==> src/rtl/dru_pkg.sv <==
package dru_pkg;

    typedef enum logic [1:0] {
        CAT_ARITH   = 2'd0,
        CAT_BITWISE = 2'd1,
        CAT_LOAD    = 2'd2,
        CAT_RSVD    = 2'd3
    } dru_cat_e;

    typedef enum logic [2:0] {
        OP_PASS  = 3'd0,
        OP_ADDER = 3'd1,
        OP_AND   = 3'd2,
        OP_OR    = 3'd3,
        OP_ANDN  = 3'd4
    } dru_op_e;

    typedef enum logic [1:0] {
        A_OLD  = 2'd0,
        A_NEW  = 2'd1,
        A_ONES = 2'd2
    } dru_asrc_e;

    typedef enum logic [1:0] {
        B_NEW     = 2'd0,
        B_NOT_NEW = 2'd1,
        B_NOT_OLD = 2'd2
    } dru_bsrc_e;

    typedef struct packed {
        dru_op_e   op;
        dru_asrc_e a_src;
        dru_bsrc_e b_src;
        logic      cin;
        logic      no_carry;
        logic      linked;
    } dru_ctl_t;

    localparam int MODE_W = 4;

    localparam logic [2:0] M_WRITE = 3'b000;
    localparam logic [2:0] M_XOR   = 3'b001;
    localparam logic [2:0] M_INV   = 3'b010;
    localparam logic [2:0] M_ADD   = 3'b011;
    localparam logic [2:0] M_AND   = 3'b100;
    localparam logic [2:0] M_OR    = 3'b101;
    localparam logic [2:0] M_CAT   = 3'b110;
    localparam logic [2:0] M_SUB   = 3'b111;

    function automatic dru_ctl_t dru_decode(input logic [MODE_W-1:0] mode,
                                            input dru_cat_e cat);
        dru_ctl_t c;
        logic     ext;
        c = '{op: OP_PASS, a_src: A_OLD, b_src: B_NEW,
              cin: 1'b0, no_carry: 1'b1, linked: 1'b0};
        ext = (cat == CAT_LOAD) && mode[3];
        if (ext && (mode[2:0] != M_ADD) && (mode[2:0] != M_SUB)) begin
            c.op = OP_PASS;
        end else begin
            unique case (mode[2:0])
                M_WRITE: c.op = OP_PASS;
                M_XOR: begin
                    c.op = OP_ADDER;
                end
                M_INV: begin
                    c.op    = OP_ADDER;
                    c.a_src = A_ONES;
                end
                M_ADD: begin
                    c.op       = OP_ADDER;
                    c.no_carry = 1'b0;
                    c.linked   = ext;
                end
                M_AND: c.op = OP_AND;
                M_OR:  c.op = OP_OR;
                M_CAT: begin
                    if (cat == CAT_BITWISE) begin
                        c.op = OP_ANDN;
                    end else begin
                        c.op       = OP_ADDER;
                        c.a_src    = A_NEW;
                        c.b_src    = B_NOT_OLD;
                        c.cin      = 1'b1;
                        c.no_carry = 1'b0;
                    end
                end
                M_SUB: begin
                    c.op       = OP_ADDER;
                    c.b_src    = B_NOT_NEW;
                    c.cin      = 1'b1;
                    c.no_carry = 1'b0;
                    c.linked   = ext;
                end
                default: c.op = OP_PASS;
            endcase
        end
        return c;
    endfunction

endpackage

==> src/rtl/dru_mode_decode.sv <==
module dru_mode_decode
    import dru_pkg::*;
(
    input  logic [MODE_W-1:0] mode_i,
    input  dru_cat_e          cat_i,
    output dru_ctl_t          ctl_o
);
    always_comb begin
        ctl_o = dru_decode(mode_i, cat_i);
    end
endmodule

==> src/rtl/dru_adder.sv <==
module dru_adder #(
    parameter int W = 32
) (
    input  logic [W-1:0] a_i,
    input  logic [W-1:0] b_i,
    input  logic         cin_i,
    input  logic         no_carry_i,
    output logic [W-1:0] sum_o,
    output logic         cout_o
);
    localparam int XW = W + 1;

    logic [XW-1:0] full;

    always_comb begin
        full = {1'b0, a_i} + {1'b0, b_i} + {{W{1'b0}}, cin_i};
        if (no_carry_i) begin
            sum_o  = a_i ^ b_i;
            cout_o = 1'b0;
        end else begin
            sum_o  = full[W-1:0];
            cout_o = full[XW-1];
        end
    end
endmodule

==> src/rtl/dru_bitlogic.sv <==
module dru_bitlogic
    import dru_pkg::*;
#(
    parameter int W = 32
) (
    input  dru_op_e      op_i,
    input  logic [W-1:0] new_i,
    input  logic [W-1:0] old_i,
    output logic [W-1:0] y_o
);
    always_comb begin
        unique case (op_i)
            OP_AND:  y_o = new_i & old_i;
            OP_OR:   y_o = new_i | old_i;
            OP_ANDN: y_o = ~new_i & old_i;
            default: y_o = new_i;
        endcase
    end
endmodule

==> src/rtl/dru_carry_link.sv <==
module dru_carry_link (
    input  logic clk,
    input  logic rst,
    input  logic capture_i,
    input  logic carry_i,
    output logic carry_q_o
);
    always_ff @(posedge clk) begin
        if (rst) begin
            carry_q_o <= 1'b0;
        end else if (capture_i) begin
            carry_q_o <= carry_i;
        end
    end
endmodule

==> src/rtl/dru_combiner.sv <==
module dru_combiner
    import dru_pkg::*;
#(
    parameter int W = 32
) (
    input  logic         clk,
    input  logic         rst,
    input  logic [W-1:0] result_i,
    input  logic [W-1:0] old_i,
    input  logic [3:0]   mode_i,
    input  logic [1:0]   cat_i,
    input  logic         pair_i,
    input  logic         hi_sel_i,
    input  logic         cmov_i,
    input  logic         cond_pass_i,
    output logic [W-1:0] merged_o,
    output logic         we_o,
    output logic         carry_o
);
    dru_cat_e     cat;
    dru_ctl_t     ctl;
    logic         link_lo;
    logic         link_hi;
    logic         carry_q;
    logic         add_cin;
    logic [W-1:0] op_a;
    logic [W-1:0] op_b;
    logic [W-1:0] add_sum;
    logic         add_cout;
    logic [W-1:0] logic_y;
    logic [W-1:0] merge_val;
    logic         upd_ok;

    assign cat = dru_cat_e'(cat_i);

    dru_mode_decode u_dec (
        .mode_i (mode_i),
        .cat_i  (cat),
        .ctl_o  (ctl)
    );

    assign upd_ok  = !(cmov_i && !cond_pass_i);
    assign link_lo = ctl.linked && pair_i && !hi_sel_i;
    assign link_hi = ctl.linked && pair_i && hi_sel_i;
    assign add_cin = link_hi ? carry_q : ctl.cin;

    always_comb begin
        unique case (ctl.a_src)
            A_NEW:   op_a = result_i;
            A_ONES:  op_a = '1;
            default: op_a = old_i;
        endcase
        unique case (ctl.b_src)
            B_NOT_NEW: op_b = ~result_i;
            B_NOT_OLD: op_b = ~old_i;
            default:   op_b = result_i;
        endcase
    end

    dru_adder #(.W(W)) u_add (
        .a_i        (op_a),
        .b_i        (op_b),
        .cin_i      (add_cin),
        .no_carry_i (ctl.no_carry),
        .sum_o      (add_sum),
        .cout_o     (add_cout)
    );

    dru_bitlogic #(.W(W)) u_logic (
        .op_i  (ctl.op),
        .new_i (result_i),
        .old_i (old_i),
        .y_o   (logic_y)
    );

    always_comb begin
        unique case (ctl.op)
            OP_ADDER: merge_val = add_sum;
            OP_AND, OP_OR, OP_ANDN: merge_val = logic_y;
            default:  merge_val = result_i;
        endcase
    end

    assign merged_o = upd_ok ? merge_val : old_i;
    assign we_o     = upd_ok;
    assign carry_o  = upd_ok && (ctl.op == OP_ADDER) && add_cout;

    dru_carry_link u_link (
        .clk       (clk),
        .rst       (rst),
        .capture_i (link_lo && upd_ok),
        .carry_i   (carry_o),
        .carry_q_o (carry_q)
    );

endmodule

==> config.mk <==
export PLATFORM = sky130hd
export DESIGN_NAME = dru_combiner
export DESIGN_NICKNAME = d
export VERILOG_FILES = /design/src/rtl/dru_pkg.sv /design/src/rtl/dru_mode_decode.sv /design/src/rtl/dru_adder.sv /design/src/rtl/dru_bitlogic.sv /design/src/rtl/dru_carry_link.sv /design/src/rtl/dru_combiner.sv
export SDC_FILE = /design/constraint.sdc
export NUM_CORES = 1
export LEC_CHECK = 0
export BUFFER_PORTS_ARGS = -buffer_cell sky130_fd_sc_hd__buf_2
export CORE_ASPECT_RATIO = 2
export CORE_MARGIN = 1
export CORE_UTILIZATION = 35
export CTS_CLUSTER_DIAMETER = 40
export DETAILED_ROUTE_END_ITERATION = 8
export SYNTH_ARGS = -nofsm -noshare
export SYNTH_HDL_FRONTEND = slang
export SYNTH_SLANG_ARGS = --single-unit
==> constraint.sdc <==
create_clock -name clk -period 8.3 [get_ports clk]
set_input_delay 0.83 -clock clk [delete_from_list [all_inputs] [get_ports clk]]
set_output_delay 0.83 -clock clk [all_outputs]
set_load 0.1 [all_outputs]
==> impl_metrics.toml, run 1 <==
[floorplan]
pin_count = 110
fp.dieW_um = 82.5
start_util_pct = 35.9
dieArea_um2 = 13400
core-area_um2 = 12600
die-height_um = 163
fp-row-count = 58

[worst_setup_path]
crit_cells = 22
worstSetupStartpointType = "primary input"
cp_common_cell = "inv_1"
cp_top_family = "compound AO/OA/AOI/OAI gates"
path_max_fanout = 13
r2r-start = "u_link.carry_q_o"
path_buf_inv = 6
cp-end-kind = "output port"
reg2regPathDepth = 13
slowest_delay_ps = 570
worstPathCellList = "buf_2 > nor2b_1 > nor2_1 > nand2_1 > ha_1 > inv_1 > buf_4 > o22ai_1 > mux2_2 > inv_1 > fa_1 > inv_1 > fa_1 > a21o_1 > a221oi_2 > o2111ai_2 > nand3_2 > o41ai_2 > a41oi_1 > nor4b_2 > nand3b_1 > buf_2"
critical_path.slowest_cell = "o41ai_2"
r2r_end = "u_link.carry_q_o"
critPathRequiredTime_ps = 7470
crit_start = "cat_i[1]"
worstPathArrival_ps = 5910
path_class = "in2out"
ff2ff_setup_slack_ps = 5210
cp-endpoint = "merged_o[30]"

[logic_synthesis]
synth_ff_type = "dfxtp_1"
syn_inst = 726
async_reset_ff_share_pct = 0
yosysMostFrequentCell = "o21ai_0"
ys_warn_count = 0
synthTopCellsByArea = "o21ai_0 (11%), a21oi_1 (10%), ha_1 (10%)"
synth.cell_area_um2 = 4530
avgSynthCellArea_um2 = 6.24
ys_top_cells_by_count = "o21ai_0 (96), a21oi_1 (93), nand2_1 (79), clkbuf_1 (40), nor2_1 (40)"
synth_edf_count = 0
ys_seq_elements = 1
syn-num-nets = 841
ys_seq_area_share_pct = 0.442
ys_types = 70
synth.top_cell.area_share_pct = 10.6
yosysTopAreaCell = "o21ai_0"

[pwr]
leakage_nw = 2.29
p_int_uw = 206
pwr-share-seq_pct = 0.7
swShare_pct = 71.9
clkPwrFrac_pct = 0
switching_power_uw = 528
max-vdd-ir-drop_mv = 0.138
comb_power_share_pct = 99.3
p_per_area_nw_per_um2 = 143

[global_routing]
grt_pass1_vias = 5733
grt_use_total_pct = 27.4
grt_antenna_before_repair = 0
grt_max_degree = 36
grt_pass1_wl_um = 28600
grt-ovfl-total = 0

[placement]
place_area_um2 = 5120
io_buffers = 109
post-place-ws_ps = 1660
gp_congestion = 0.984
place_inst = 938
dp_hpwl_um = 14100

[timing]
whs_ps = 439
fin_tns_setup_ps = 0
relSlewSlack_pct = 28.5
grt_setup_unrepaired = "no"
hold_violations = 0
final_max_slew_viol_count = 0
period_share_pct = 81.2
fmax_mhz = 148
period_needed_ps = 6740
tightest_slew_ps = 1070
final-setup-viol-count = 0
finClkSkew_ps = 0
finalWorstSetupSlack_ps = 1560

[clock_network]
cts_post_setup_buffers_inserted = 0
hold_buffers = 0
cts_resized = 0
clock_latency_ps = 0
path_clk_slew_ps = 0

[final_layout]
top_regs = "u_link.carry_q_o: 1 flops"
top_register = "u_link.carry_q_o"
drive_above_1_share_pct = 20.7
area.growth.synth_to_final_pct = 13.0
antennaDiodeCount = 0
multi_input_area_um2 = 4120
largest_register_ff_count = 1
stdcell_count = 938
fillers = 1458
design_area_um2 = 5120
nNetsFinal = 905
seq_area_um2 = 20.0

[detailed_routing]
dr.pass1.iters = 5
vias = 5901
drc = 0
post_drt_wl_per_cell_um = 19.6
initialDrtViolationCount = 443
routed_wl_um = 18400
viasPerCell = 6.29
ant_nets = 0

[worst_hold_path]
hp-class = "reg2reg"

[flow_run]
cap_violations = 0

[run_status]
status = "complete, no violations"
## cell type report
class                      count  area share [%]
sequential                     1           0.391
timing repair buffer         122            12.6
multi-input combinational    626            80.5
tap                          150            3.67
inverter                      39            2.86
## through the flow
| step | util, % | total power [mW] |
|---|---|---|
| 2_1_floorplan | - | 0.571 |
| 3_3_place_gp | 40.5 | 0.723 |
| 3_5_place_dp | 40.5 | 0.725 |
| 4_1_cts | 40.5 | 0.727 |
| 5_1_grt | 40.5 | 0.780 |
| 6_report | 40.5 | 0.733 |
## placed cells by master, fill, tap and decap left out, drive strengths merged, types with 10 or more instances in the layout
cell type / count
nand3: 12
a221oi: 14
a22oi: 20
inv: 39
o22ai: 26
nand2: 79
a211oi: 10
o21ai: 102
nor2: 40
a21oi: 94
buf: 122
a21o: 22
mux2: 22
xnor2: 17
ha: 37
nand4: 13
## kinds of logic (layout without fill, tap and decap cells)
family / Yosys count / in the layout / synth area share [%]
AOI/OAI and AO/OA: 350 / 350 / 49.0
buffers and inverters: 99 / 161 / 8.64
muxes: 24 / 24 / 5.91
xor gates and xnor gates: 26 / 26 / 5.02
adders and majority gates: 41 / 41 / 11.5
DFF: 1 / 1 / 0.442
and+or+nand+nor: 185 / 185 / 19.4
## power groups by stage
stage	combinational, mW	sequential [mW]	clock, mW
after floorplan	0.566	0.00493	0
after global placement	0.718	0.00493	0
after detailed placement	0.720	0.00493	0
after CTS	0.722	0.00493	0
after global routing	0.775	0.00493	0
final	0.728	0.00493	0
## how the worst min path moves through the flow
stage / end / start / slack (ps) / cells past startpoint
after global placement: u_link.carry_q_o / u_link.carry_q_o / 440 / 2
after floorplan: u_link.carry_q_o / u_link.carry_q_o / 430 / 2
final: u_link.carry_q_o / u_link.carry_q_o / 440 / 2
after global routing: u_link.carry_q_o / u_link.carry_q_o / 460 / 2
after detailed placement: u_link.carry_q_o / u_link.carry_q_o / 440 / 2
after CTS: u_link.carry_q_o / u_link.carry_q_o / 440 / 2
## worst min-delay path: cells and delay by family, from the launching register on
family | cells | cell delay, ps
DFF | 1 | 280
and+or+nand+nor | 1 | 50
AOI/OAI and AO/OA | 1 | 50
## per-layer routing
metal	track usage [%]	vias to the layer above	wire [um]	part of all wire [%]
li1	-	2857	-	-
met4	16.0	0	1090	5.9
met2	50.3	258	9530	52
met1	29.3	2718	6760	37
met5	0	-	0	0
met3	1.51	68	1040	5.6
Note: power is estimated with default switching activity, not from simulation.
==> run 2, diff against run 1 <==
Clock period 8.3 ns to 6.2 ns, I/O delays scaled along.
==> run 2 against run 1 <==
Net effect:
- cell count grew 0.43%
- critical path type unchanged
- register-to-register slack got worse by 2100 ps
- worst setup slack worse by 1100 ps
==> impl_metrics.toml, run 2 (synthesized netlist as in run 1, its figures left out) <==
[run_status]
status = "complete, no violations"

[timing]
finClkSkew_ps = 0
fmax_mhz = 175
hold_violations = 0
final-setup-viol-count = 0
period_needed_ps = 5720
final_max_slew_viol_count = 0
grt_setup_unrepaired = "no"
finalWorstSetupSlack_ps = 485
tightest_slew_ps = 1200
relSlewSlack_pct = 19.9
fin_tns_setup_ps = 0
period_share_pct = 92.2

[detailed_routing]
drc = 0
wl_met1_um = 6860
dr.pass1.iters = 5
post_drt_wl_per_cell_um = 19.7
routed_wl_um = 18500
viasPerCell = 6.38
ant_nets = 0
route.met2.wl_um = 9710
highest_layer = "met4"
vias = 6011
initialDrtViolationCount = 317
dr_wl_met3_um = 943

[final_layout]
stdcell_count = 942
drive_above_1_share_pct = 21.6
top_register = "u_link.carry_q_o"
antennaDiodeCount = 0
final_common_cell = "a21oi_1"
final_cell_mix = "a21oi_1 (93), buf_2 (86), o21ai_0 (85), nand2_1 (79), nor2_1 (40)"
largest_register_ff_count = 1
area.growth.synth_to_final_pct = 21.7
top_regs = "u_link.carry_q_o: 1 flops"
nNetsFinal = 909

[worst_setup_path]
worstPathArrival_ps = 5100
cp-endpoint = "merged_o[29]"
cp-end-kind = "output port"
cp_top_family = "compound AO/OA/AOI/OAI gates"
r2r_end = "u_link.carry_q_o"
path_class = "in2out"
r2r-start = "u_link.carry_q_o"
critical_path.slowest_cell = "o221ai_2"
crit_cells = 19
reg2regPathDepth = 13
slowest_delay_ps = 400
path_max_fanout = 23
worstPathCellList = "buf_2 > nand2b_1 > nor2_1 > nand2_1 > ha_1 > inv_1 > buf_4 > o22ai_1 > mux2_2 > ha_1 > a21oi_1 > nand2_1 > a211o_1 > a31o_2 > o221ai_2 > o41ai_2 > xnor2_1 > o21ai_1 > buf_12"
path_buf_inv = 4
worstSetupStartpointType = "primary input"
crit_start = "mode_i[0]"
ff2ff_setup_slack_ps = 3080
critPathRequiredTime_ps = 5580

[global_routing]
grt_use_total_pct = 27.6
grt_antenna_before_repair = 0
grt_max_degree = 33
grt_pass1_vias = 5842
grt_pass1_wl_um = 28900
grt-ovfl-total = 0

[pwr]
leakage_nw = 2.44
clkPwrFrac_pct = 0
comb_power_share_pct = 99.4
p_int_uw = 371
p_per_area_nw_per_um2 = 199
finalPower_mw = 1.10
max-vdd-ir-drop_mv = 0.157
switching_power_uw = 727
swShare_pct = 66.2
pwr-share-seq_pct = 0.6

[clock_network]
hold_buffers = 0
cts_resized = 0
cts_post_setup_buffers_inserted = 0
path_clk_slew_ps = 0
clock_latency_ps = 0

[placement]
gp_congestion = 0.986
place_inst = 942
io_buffers = 109
dp_hpwl_um = 14200
post-place-ws_ps = 514

[worst_hold_path]
hp-class = "reg2reg"
hold_depth = 2

[floorplan]
core-area_um2 = 12600
pin_count = 110
die-height_um = 163
dieArea_um2 = 13400
fp-row-count = 58
start_util_pct = 35.9
fp.dieW_um = 82.5

[flow_run]
cap_violations = 0
-- run 2: cell count changes in the layout (fill, tap and decap cells not counted), sizes merged --
cell,change
buf,+4
-- run 2: layout make-up --
cell class              instances  area, um2
repair buffers                126       1020
multi-input cells             626       4140
flip-flops and latches          1       20.0
fillers                      1362       7110
well taps                     150        188
inverters                      39        146
-- run 2: routing by layer --
metal / GRT usage [%] / up-vias
met5: 0 / -
met4: 14.5 / 0
met3: 1.74 / 77
met2: 50.9 / 256
met1: 29.9 / 2812
li1: - / 2866
-- run 2: per-stage QoR --
stage | area [um2] | utilization, % | hold slack [ps]
2_1_floorplan | 4550 | - | 430
3_3_place_gp | 5520 | 43.7 | 454
4_1_cts | 5520 | 43.7 | 458
6_report | 5520 | 43.7 | 459
5_1_grt | 5520 | 43.7 | 472
3_5_place_dp | 5520 | 43.7 | 458
-- run 2: worst min-delay path by stage --
stage,from,to
2_1_floorplan,u_link.carry_q_o,u_link.carry_q_o
3_3_place_gp,u_link.carry_q_o,u_link.carry_q_o
3_5_place_dp,u_link.carry_q_o,u_link.carry_q_o
4_1_cts,u_link.carry_q_o,u_link.carry_q_o
5_1_grt,u_link.carry_q_o,u_link.carry_q_o
6_report,u_link.carry_q_o,u_link.carry_q_o
-- run 2: power by group through the flow --
stage | combinational, mW | clock [mW] | sequential [mW]
floorplan | 0.764 | 0 | 0.00659
global placement | 1.08 | 0 | 0.00660
detailed placement | 1.08 | 0 | 0.00660
CTS | 1.08 | 0 | 0.00660
global route | 1.16 | 0 | 0.00660
finish | 1.09 | 0 | 0.00660
-- run 2: tightest hold or removal path: cells and delay by family, from the launching register on --
kind            cells  cell delay [ps]
flops               1              300
simple gates        1               50
compound gates      1               50
